`src/rtl/i2c_am_pkg.sv`:
```
// Shared types for the I2C slave address matcher.
package i2c_am_pkg;
    // Address-phase controller states.
    typedef enum logic [1:0] {
        AM_IDLE = 2'd0,  // waiting for a start; also the state after a mismatch
        AM_RECV = 2'd1,  // shifting in the address byte
        AM_ACK  = 2'd2,  // driving the acknowledge bit low
        AM_HOLD = 2'd3   // addressed; data phase handled elsewhere
    } am_state_t;
endpackage

```
`src/rtl/i2c_am_edge.sv`:
```
// Bus event detector. It compares the current synchronized SCL/SDA levels
// with the values registered one cycle earlier and reports SCL edges and
// start/stop conditions as single-cycle pulses.
// Assumes scl_i/sda_i are already synchronized to clk.
module i2c_am_edge (
    input  logic clk,
    input  logic rst_n,
    input  logic scl_i,
    input  logic sda_i,
    output logic scl_rise,
    output logic scl_fall,
    output logic start_ev,
    output logic stop_ev
);
    logic scl_q;
    logic sda_q;

    // Hold the previous line levels; an idle bus reads high.
    always_ff @(posedge clk) begin
        if (!rst_n) begin
            scl_q <= 1'b1;
            sda_q <= 1'b1;
        end else begin
            scl_q <= scl_i;
            sda_q <= sda_i;
        end
    end

    // Decode edges and the two bus conditions.
    always_comb begin
        scl_rise = scl_i & ~scl_q;
        scl_fall = ~scl_i & scl_q;
        start_ev = scl_i & scl_q & sda_q & ~sda_i;
        stop_ev  = scl_i & scl_q & ~sda_q & sda_i;
    end
endmodule

```
`src/rtl/i2c_am_shift.sv`:
```
// Receive shift register with bit counter. On each sample pulse it shifts
// bit_in in at the LSB (so the first bit ends at the MSB) and counts the bits.
// Assumes sample is never asserted once the count has reached BYTE_W.
module i2c_am_shift #(
    parameter int BYTE_W = 8,
    localparam int CNT_W = $clog2(BYTE_W + 1)
) (
    input  logic              clk,
    input  logic              rst_n,
    input  logic              clear,
    input  logic              sample,
    input  logic              bit_in,
    output logic [BYTE_W-1:0] data,
    output logic              full
);
    logic [CNT_W-1:0] count;

    // Shift the data and count the bits; clear only restarts the count.
    always_ff @(posedge clk) begin
        if (!rst_n) begin
            data  <= '0;
            count <= '0;
        end else if (clear) begin
            count <= '0;
        end else if (sample) begin
            data  <= {data[BYTE_W-2:0], bit_in};
            count <= count + CNT_W'(1);
        end
    end

    // Flag a complete byte.
    always_comb full = (count == CNT_W'(BYTE_W));

    // The counter never passes one byte.
    p_cnt_bound_r2: assert property (@(posedge clk) disable iff (!rst_n)
        count <= CNT_W'(BYTE_W));
endmodule

```
`src/rtl/i2c_addr_match.sv`:
```
// I2C slave address matcher (top). It detects a start, collects the address
// byte, compares its upper bits with own_addr, drives the acknowledge, and
// sets the addressed and direction flags.
// Assumes synchronized inputs; the data phase is handled by other logic.
module i2c_addr_match #(
    parameter int ADDR_W = 7,
    localparam int BYTE_W = ADDR_W + 1
) (
    input  logic              clk,
    input  logic              rst_n,
    input  logic              scl_i,
    input  logic              sda_i,
    input  logic [ADDR_W-1:0] own_addr,
    output logic              addressed,
    output logic              dir_tx,
    output logic              sda_pull,
    output logic [BYTE_W-1:0] rx_byte
);
    import i2c_am_pkg::*;

    am_state_t state;
    logic scl_rise, scl_fall, start_ev, stop_ev;
    logic byte_full, restart, shift_clr, shift_smp, addr_hit;

    i2c_am_edge u_edge (
        .clk      (clk),
        .rst_n    (rst_n),
        .scl_i    (scl_i),
        .sda_i    (sda_i),
        .scl_rise (scl_rise),
        .scl_fall (scl_fall),
        .start_ev (start_ev),
        .stop_ev  (stop_ev)
    );

    // A start is accepted only in slave receive direction.
    always_comb begin
        restart   = start_ev & ~dir_tx;
        shift_clr = stop_ev | restart;
        shift_smp = scl_rise & (state == AM_RECV) & ~byte_full;
        addr_hit  = (rx_byte[BYTE_W-1:1] == own_addr);
    end

    i2c_am_shift #(.BYTE_W(BYTE_W)) u_shift (
        .clk    (clk),
        .rst_n  (rst_n),
        .clear  (shift_clr),
        .sample (shift_smp),
        .bit_in (sda_i),
        .data   (rx_byte),
        .full   (byte_full)
    );

    // Address-phase sequencing and the flag registers.
    always_ff @(posedge clk) begin
        if (!rst_n) begin
            state     <= AM_IDLE;
            addressed <= 1'b0;
            dir_tx    <= 1'b0;
            sda_pull  <= 1'b0;
        end else if (stop_ev) begin
            state     <= AM_IDLE;
            addressed <= 1'b0;
            dir_tx    <= 1'b0;
            sda_pull  <= 1'b0;
        end else if (restart) begin
            state     <= AM_RECV;
            addressed <= 1'b0;
            sda_pull  <= 1'b0;
        end else begin
            case (state)
                AM_RECV: if (scl_fall && byte_full) begin
                    if (addr_hit) begin
                        state     <= AM_ACK;
                        addressed <= 1'b1;
                        dir_tx    <= rx_byte[0];
                        sda_pull  <= 1'b1;
                    end else begin
                        state <= AM_IDLE;
                    end
                end
                AM_ACK: if (scl_fall) begin
                    state    <= AM_HOLD;
                    sda_pull <= 1'b0;
                end
                default: state <= state;
            endcase
        end
    end

    // Pull-down only while addressed.
    p_pull_needs_aas_r3: assert property (@(posedge clk) disable iff (!rst_n)
        sda_pull |-> addressed);
    // Pull-down released after the falling edge that ends the acknowledge bit.
    p_ack_release_r3: assert property (@(posedge clk) disable iff (!rst_n)
        (state == AM_ACK && scl_fall) |=> !sda_pull);
    // Direction can be set only together with a match.
    p_trx_needs_aas_r4: assert property (@(posedge clk) disable iff (!rst_n)
        dir_tx |-> addressed);
    // A stop clears every flag.
    p_stop_clears_r6: assert property (@(posedge clk) disable iff (!rst_n)
        stop_ev |=> (!addressed && !dir_tx && !sda_pull));
    // A start while transmitting leaves the flags alone.
    p_start_ignored_r7: assert property (@(posedge clk) disable iff (!rst_n)
        (start_ev && dir_tx && !stop_ev) |=> (addressed && dir_tx));
endmodule

```
`config.mk`:
```
export PLATFORM = sky130hd
export DESIGN_NAME = i2c_addr_match
export DESIGN_NICKNAME = d
export VERILOG_FILES = /design/src/rtl/i2c_am_pkg.sv /design/src/rtl/i2c_am_edge.sv /design/src/rtl/i2c_am_shift.sv /design/src/rtl/i2c_addr_match.sv
export SDC_FILE = /design/constraint.sdc
export NUM_CORES = 1
export LEC_CHECK = 0
export BUFFER_PORTS_ARGS = -buffer_cell sky130_fd_sc_hd__buf_4
export CORE_ASPECT_RATIO = 0.9
export CORE_MARGIN = 2
export CORE_UTILIZATION = 35
export DETAILED_ROUTE_END_ITERATION = 16
export PLACE_DENSITY = 0.67
export SLEW_MARGIN = 10
export SYNTH_ARGS = -nofsm -noshare
export SYNTH_HDL_FRONTEND = slang
export SYNTH_SLANG_ARGS = --single-unit
```
`constraint.sdc`:
```
create_clock -name clk -period 1.54 [get_ports clk]
set_input_delay 0.462 -clock clk [delete_from_list [all_inputs] [get_ports clk]]
set_output_delay 0.462 -clock clk [all_outputs]
set_load 0.005 [all_outputs]
```
==> impl_metrics.json, run 1 <==
{
  "avgSynthCellArea_um2": 9.48,
  "cts.htree.levels": 1,
  "layout_common_cells": "35 x buf_4, 17 x dfxtp_1, 10 x nand3_1, 10 x nand2_1",
  "chipHeight_um": 51.9,
  "end_kind": "flop",
  "dieArea_um2": 2970,
  "post-route-min-period_ns": 1.61,
  "fin_skew_ns": 0.00349,
  "synth_seq_cells": 19,
  "min_from": "rst_n",
  "first_pass_iters": 4,
  "ant_nets": 0,
  "via_per_inst": 4.95,
  "grt_use_total": 0.144,
  "holdPathEnd": "u_edge.scl_q",
  "fillers": 241,
  "pwr-share-clk": 0.302,
  "drive_above_1_share": 0.369,
  "arrival_ns": 1.85,
  "postCtsHoldBufs": 0,
  "grt_pass1_vias": 718,
  "clk_latency_ns": 0.30,
  "pwr-share-comb": 0.099,
  "finalHoldViolations": 0,
  "worstSetupStartpointType": "flop",
  "cts_root_buf": "clkbuf_4",
  "nNetsFinal": 144,
  "maxCapViolations": 0,
  "synthXorXnorAreaFrac": 0.0983,
  "cts.sinks": 19,
  "fin_ws_ns": -0.0692,
  "cts.clk_slew.worst_paths_ns": 0.10,
  "status": "finished with violations",
  "pwr-share-seq": 0.599,
  "rsz0062_at_grt": "true",
  "first_iter_violations": 8,
  "criticalPathCategory": "reg -> reg",
  "cts_tree": "yes",
  "via_count": 782,
  "violations": "negative setup slack",
  "critPathMaxStageDelay_ns": 0.51,
  "synth_warnings": 0,
  "r2r.worst_path.cells": 6,
  "antenna_found_initial": 0,
  "switching_share": 0.229,
  "synthMuxAreaShare": 0.0225,
  "cp_max_fo": 4,
  "synth_compound_area_frac": 0.135,
  "r2r_slack_ns": -0.07,
  "overflow": 0,
  "grt_start_max_net_pins": 16,
  "report.final.setup_viol": 3,
  "synth_fp_nets": 107,
  "drv_slew": 0,
  "required_ns": 1.78,
  "wire_per_inst_um": 12.9,
  "ys_types": 27,
  "synth_area_um2": 891,
  "r2r-start": "u_shift.count[0]",
  "start_util": 0.367,
  "path_cells": "inv_2, ha_4, nand3b_4, or4b_4, nor3_4, mux2i_1",
  "die_w_um": 57.2,
  "gp_congestion": 0.843,
  "design_area_um2": 1220,
  "clockBufferDepth": 2,
  "p_switching_uw": 192,
  "wirelength_mm": 2.04,
  "syn_to_final_growth_pct": 37.4,
  "irDropWorstVdd_mv": 0.540,
  "total_power_uw": 838,
  "synth-simple-area-share": 0.265,
  "antennaDiodeCount": 0,
  "ys_seq_area_frac": 0.427,
  "slew_headroom": 0.839,
  "syn_inst": 94,
  "port_buffers": 21,
  "layout_commonest_cell": "buf_4",
  "hold-path-cell-count": 2,
  "cts_buffers": 3,
  "power.density_nw_per_um2": 685,
  "place_area_um2": 1170,
  "fmax_mhz": 621,
  "worst_pin_slew_ns": 0.240,
  "num_rows": 17,
  "fin_crit_sh": 1.04,
  "hpwl_mm": 1.58,
  "synth_top_family_by_area": "simple AND/OR/NAND/NOR gates",
  "min_path_type": "in -> reg",
  "p_leak_uw": 0.000512,
  "synthAdderAreaFrac": 0.0281,
  "core_area_um2": 2420,
  "io_pins": 22,
  "worstReg2RegEnd": "dir_tx",
  "slowest_stage": "or4b_4",
  "intPower_uw": 646,
  "grt_pass1_wl_mm": 3.23,
  "drc": 0
}
## Yosys cell counts (all sizes together)
library cell,number,area share
nor3,1,0.018
xor2,2,0.020
o21ai,2,0.011
xnor2,8,0.079
nor2,5,0.021
mux2i,2,0.022
or3b,1,0.0098
nand3b,1,0.022
and2,1,0.0070
a21boi,8,0.067
and4bb,1,0.014
nand2b,3,0.021
buf,2,0.011
o211a,1,0.011
nand4,3,0.021
dfxtp,19,0.43
or4bb,1,0.013
or4b,1,0.015
o21a,2,0.017
nand3,10,0.056
nand2,11,0.046
ha,2,0.028
inv,2,0.0084
o211ai,1,0.0084
a21o,1,0.0084
clkbuf,1,0.0042
a21oi,2,0.011
## worst max-delay path, delay by kind of cell (launching register included)
| kind | cells | cell delay [ns] |
|---|---|---|
| adders and majority gates | 1 | 0.14 |
| buffers and inverters | 1 | 0.06 |
| DFF | 1 | 0.34 |
| muxes | 1 | 0.21 |
| and+or+nand+nor | 3 | 0.81 |
## flip-flops by register name (all words and copies together) (netlist names)
name           flops
u_edge.scl_q       1
u_shift.count      4
u_shift.data       8
state              2
addressed          1
dir_tx             1
u_edge.sda_q       1
sda_pull           1
## worst max path at each step
stage | startpoint | end | slack (ns) | cells after the start
final | u_shift.count[0] | dir_tx | -0.07 | 6
after global routing | u_shift.count[0] | dir_tx | -0.12 | 6
after CTS | u_shift.count[1] | dir_tx | -0.08 | 6
after detailed placement | scl_i | dir_tx | -0.13 | 4
after global placement | scl_i | dir_tx | -0.06 | 4
after floorplan | u_shift.count[0] | dir_tx | -0.01 | 6
## metal layers
layer / global-route usage / wire [um] / vias to the layer above
met5: 0 / 0 / -
met4: 0.0349 / 12 / 0
met3: 0.0522 / 85 / 2
met2: 0.234 / 1030 / 12
met1: 0.182 / 907 / 372
li1: - / - / 396
## stage by stage
stage,utilization,TNS (ns),instances,hold WS [ns],setup WS [ns]
floorplan,-,-0.0129,94,0.465,-0.0129
global placement,0.481,-0.195,151,0.460,-0.0644
detailed placement,0.481,-0.313,151,0.469,-0.127
CTS,0.498,-0.127,157,0.420,-0.0842
global route,0.505,-0.255,158,0.413,-0.122
finish,0.505,-0.0906,158,0.428,-0.0692
## power groups by stage
| stage | logic, uW | clock network, uW | registers, uW |
|---|---|---|---|
| 6_report | 83.0 | 253 | 502 |
| 5_1_grt | 89.8 | 288 | 503 |
| 4_1_cts | 82.7 | 262 | 502 |
| 3_5_place_dp | 81.8 | 0 | 513 |
| 3_3_place_gp | 79.9 | 0 | 513 |
| 2_1_floorplan | 37.3 | 0 | 511 |
## cell families after synthesis
group / after synthesis
compound gates: 17
xor+xnor: 10
fa+ha+maj: 2
buf+inv: 5
flops: 19
mux: 2
simple gates: 39
## cell type report
type,count,area (um^2),share of cell area
multi-input cells,70,509,0.416
flip-flops and latches,19,383,0.313
clock buffers,4,26.3,0.0215
well taps,28,35.0,0.0286
inverters,2,7.51,0.00613
repair buffers,35,263,0.215
## repair_timing
action                                  CTS  global route
endpoints found under the setup margin    4            13
setup buffers                             2             2
gates cloned                              0             0
pin swaps                                 2             4
resized for setup                         0             2
Note: power is estimated with default switching activity, not from simulation.
==> inputs of run 2 (changes only) <==
- ABC_AREA: default -> 1
- REMOVE_ABC_BUFFERS: default -> 1
- TNS_END_PERCENT: default -> 50
==> impl_metrics.json, run 2 <==
{
  "status": "completed",
  "min_from": "scl_i",
  "required_ns": 1.77,
  "slew_headroom": 0.844,
  "drive_above_1_share": 0.206,
  "ys_seq_area_frac": 0.393,
  "port_buffers": 21,
  "arrival_ns": 1.60,
  "wirelength_mm": 2.07,
  "synth-async-reset-ratio": 0,
  "start_util": 0.361,
  "grt_start_max_net_pins": 20,
  "path_cells": "inv_1, ha_1, nand3_2, nand2_4, inv_2, nand3_1, a21oi_1",
  "core_area_um2": 2680,
  "via_per_inst": 4.59,
  "synth_ff_type": "dfxtp_1",
  "place_ws_ns": 0.150,
  "fin_crit_sh": 0.886,
  "via_count": 896,
  "fin_skew_ns": 0.00132,
  "cts.htree.levels": 1,
  "finalNonFillerCells": 195,
  "grt_use_total": 0.141,
  "overflow": 0,
  "cts.clk_slew.worst_paths_ns": 0.10,
  "min_path_type": "in -> reg",
  "clk_latency_ns": 0.29,
  "syn_inst": 142,
  "cts_root_buf": "clkbuf_4",
  "critical_path.startpoint": "u_shift.count[0]",
  "maxCapViolations": 0,
  "post-route-min-period_ns": 1.37,
  "die_w_um": 59.4,
  "layout_common_cells": "41 x nand2_1, 22 x inv_1, 21 x buf_4",
  "fin_util": 0.438,
  "rsz0062_at_grt": "false",
  "slowest_stage": "dfxtp_1",
  "synth_enable_flop_cells": 0,
  "criticalPathCategory": "reg -> reg",
  "drc": 0,
  "cts_setup_buffers": 0,
  "post_cts_resized": 0,
  "nNetsFinal": 179,
  "regMostFlops": "u_shift.data",
  "io_pins": 22,
  "cp_top_family": "flip-flops",
  "synth_area_leader_cell": "dfxtp_1",
  "power.density_nw_per_um2": 728,
  "cts_buffers": 3,
  "p_leak_uw": 0.000538,
  "finalHoldViolations": 0,
  "num_rows": 18,
  "dp_cells": 191,
  "synthTopCellsByArea": "dfxtp_1 39%, nand2_1 16%, inv_1 8.5%, a21oi_1 7.8%, nor2_1 4.7%",
  "synth_warnings": 0,
  "wire_per_inst_um": 10.6,
  "synth_common_cells": "41 x nand2_1, 22 x inv_1, 19 x dfxtp_1, 15 x a21oi_1, 12 x nor2_1",
  "critPathMaxStageDelay_ns": 0.39,
  "irDropWorstVdd_mv": 0.286,
  "cp_max_fo": 19,
  "fmax_mhz": 733,
  "fillers": 286,
  "synth_area_um2": 968,
  "ys_types": 23,
  "grt_pass1_vias": 826,
  "antenna_found_initial": 0,
  "clockBufferDepth": 2,
  "fin_ws_ns": 0.175,
  "worstSetupStartpointType": "flop",
  "drv_slew": 0,
  "antennaDiodeCount": 0,
  "largest_reg_flops": 8,
  "layout_commonest_cell": "nand2_1",
  "gp_congestion": 0.788,
  "tns_ns": 0,
  "end_kind": "flop",
  "worst_pin_slew_ns": 0.234,
  "first_iter_violations": 40,
  "path_buf_inv": 2,
  "r2r-start": "u_shift.count[0]",
  "synth_seq_cells": 19,
  "syn_to_final_growth_pct": 21.3,
  "cts_tree": "yes",
  "chipHeight_um": 53.9,
  "dieArea_um2": 3200,
  "top_regs": "u_shift.data: 8 flops, u_shift.count: 4 flops, state: 2 flops",
  "cts.sinks": 19,
  "avgSynthCellArea_um2": 6.82,
  "hpwl_mm": 1.62,
  "first_pass_iters": 4,
  "postCtsHoldBufs": 0,
  "report.final.setup_viol": 0,
  "ant_nets": 0,
  "synth_top_area_frac": 0.393,
  "grt_pass1_wl_mm": 3.40,
  "synth.most_common_cell": "nand2_1"
}
==> run 2: layout make-up <==
| cell class | instances | area (um^2) | share of cell area |
|---|---|---|---|
| multi-input cells | 96 | 479 | 0.408 |
| flip-flops and latches | 19 | 380 | 0.324 |
| clock buffers | 4 | 26.3 | 0.0224 |
| repair buffers | 21 | 158 | 0.134 |
| inverters | 25 | 93.8 | 0.0799 |
| well taps | 30 | 37.5 | 0.0319 |
==> run 2: tightest hold or removal path, cell delays in order <==
cell	delay, ns
buf_4	0.09
inv_2	0.04
nand2_1	0.05
==> run 2: report_power, final <==
group	internal [uW]	switching, uW
Clock	101	149
Sequential	499	8.25
Combinational	43.1	54.8
==> run 2: cells by family after synthesis <==
family	share of synthesized area
xor+xnor	0.0181
compound gates	0.151
buf+inv	0.112
simple gates	0.300
fa+ha+maj	0.0258
flops	0.393
==> run 2: layer usage <==
layer | routed length [um] | GRT usage | up-vias
met5 | 0 | 0 | -
met4 | 0 | 0.0227 | 0
met2 | 1030 | 0.238 | 7
met1 | 977 | 0.179 | 399
li1 | - | - | 490
met3 | 59 | 0.0433 | 0
==> run 2: path summary, 6_finish.rpt <==
check | end | slack, ns | depth (start not counted)
hold / removal | u_edge.scl_q | 0.37 | 3
hold reg to reg | addressed | 0.46 | 2
setup / recovery | u_shift.count[2] | 0.17 | 7
setup reg to reg | u_shift.count[2] | 0.17 | 7
==> run 2: metrics by stage <==
step,cell area [um^2],hold WS [ns],total power [uW]
final,1170,0.375,855
after global routing,1170,0.366,907
after CTS,1170,0.370,867
after detailed placement,1150,0.453,617
after global placement,1150,0.451,613
after floorplan,953,0.447,573
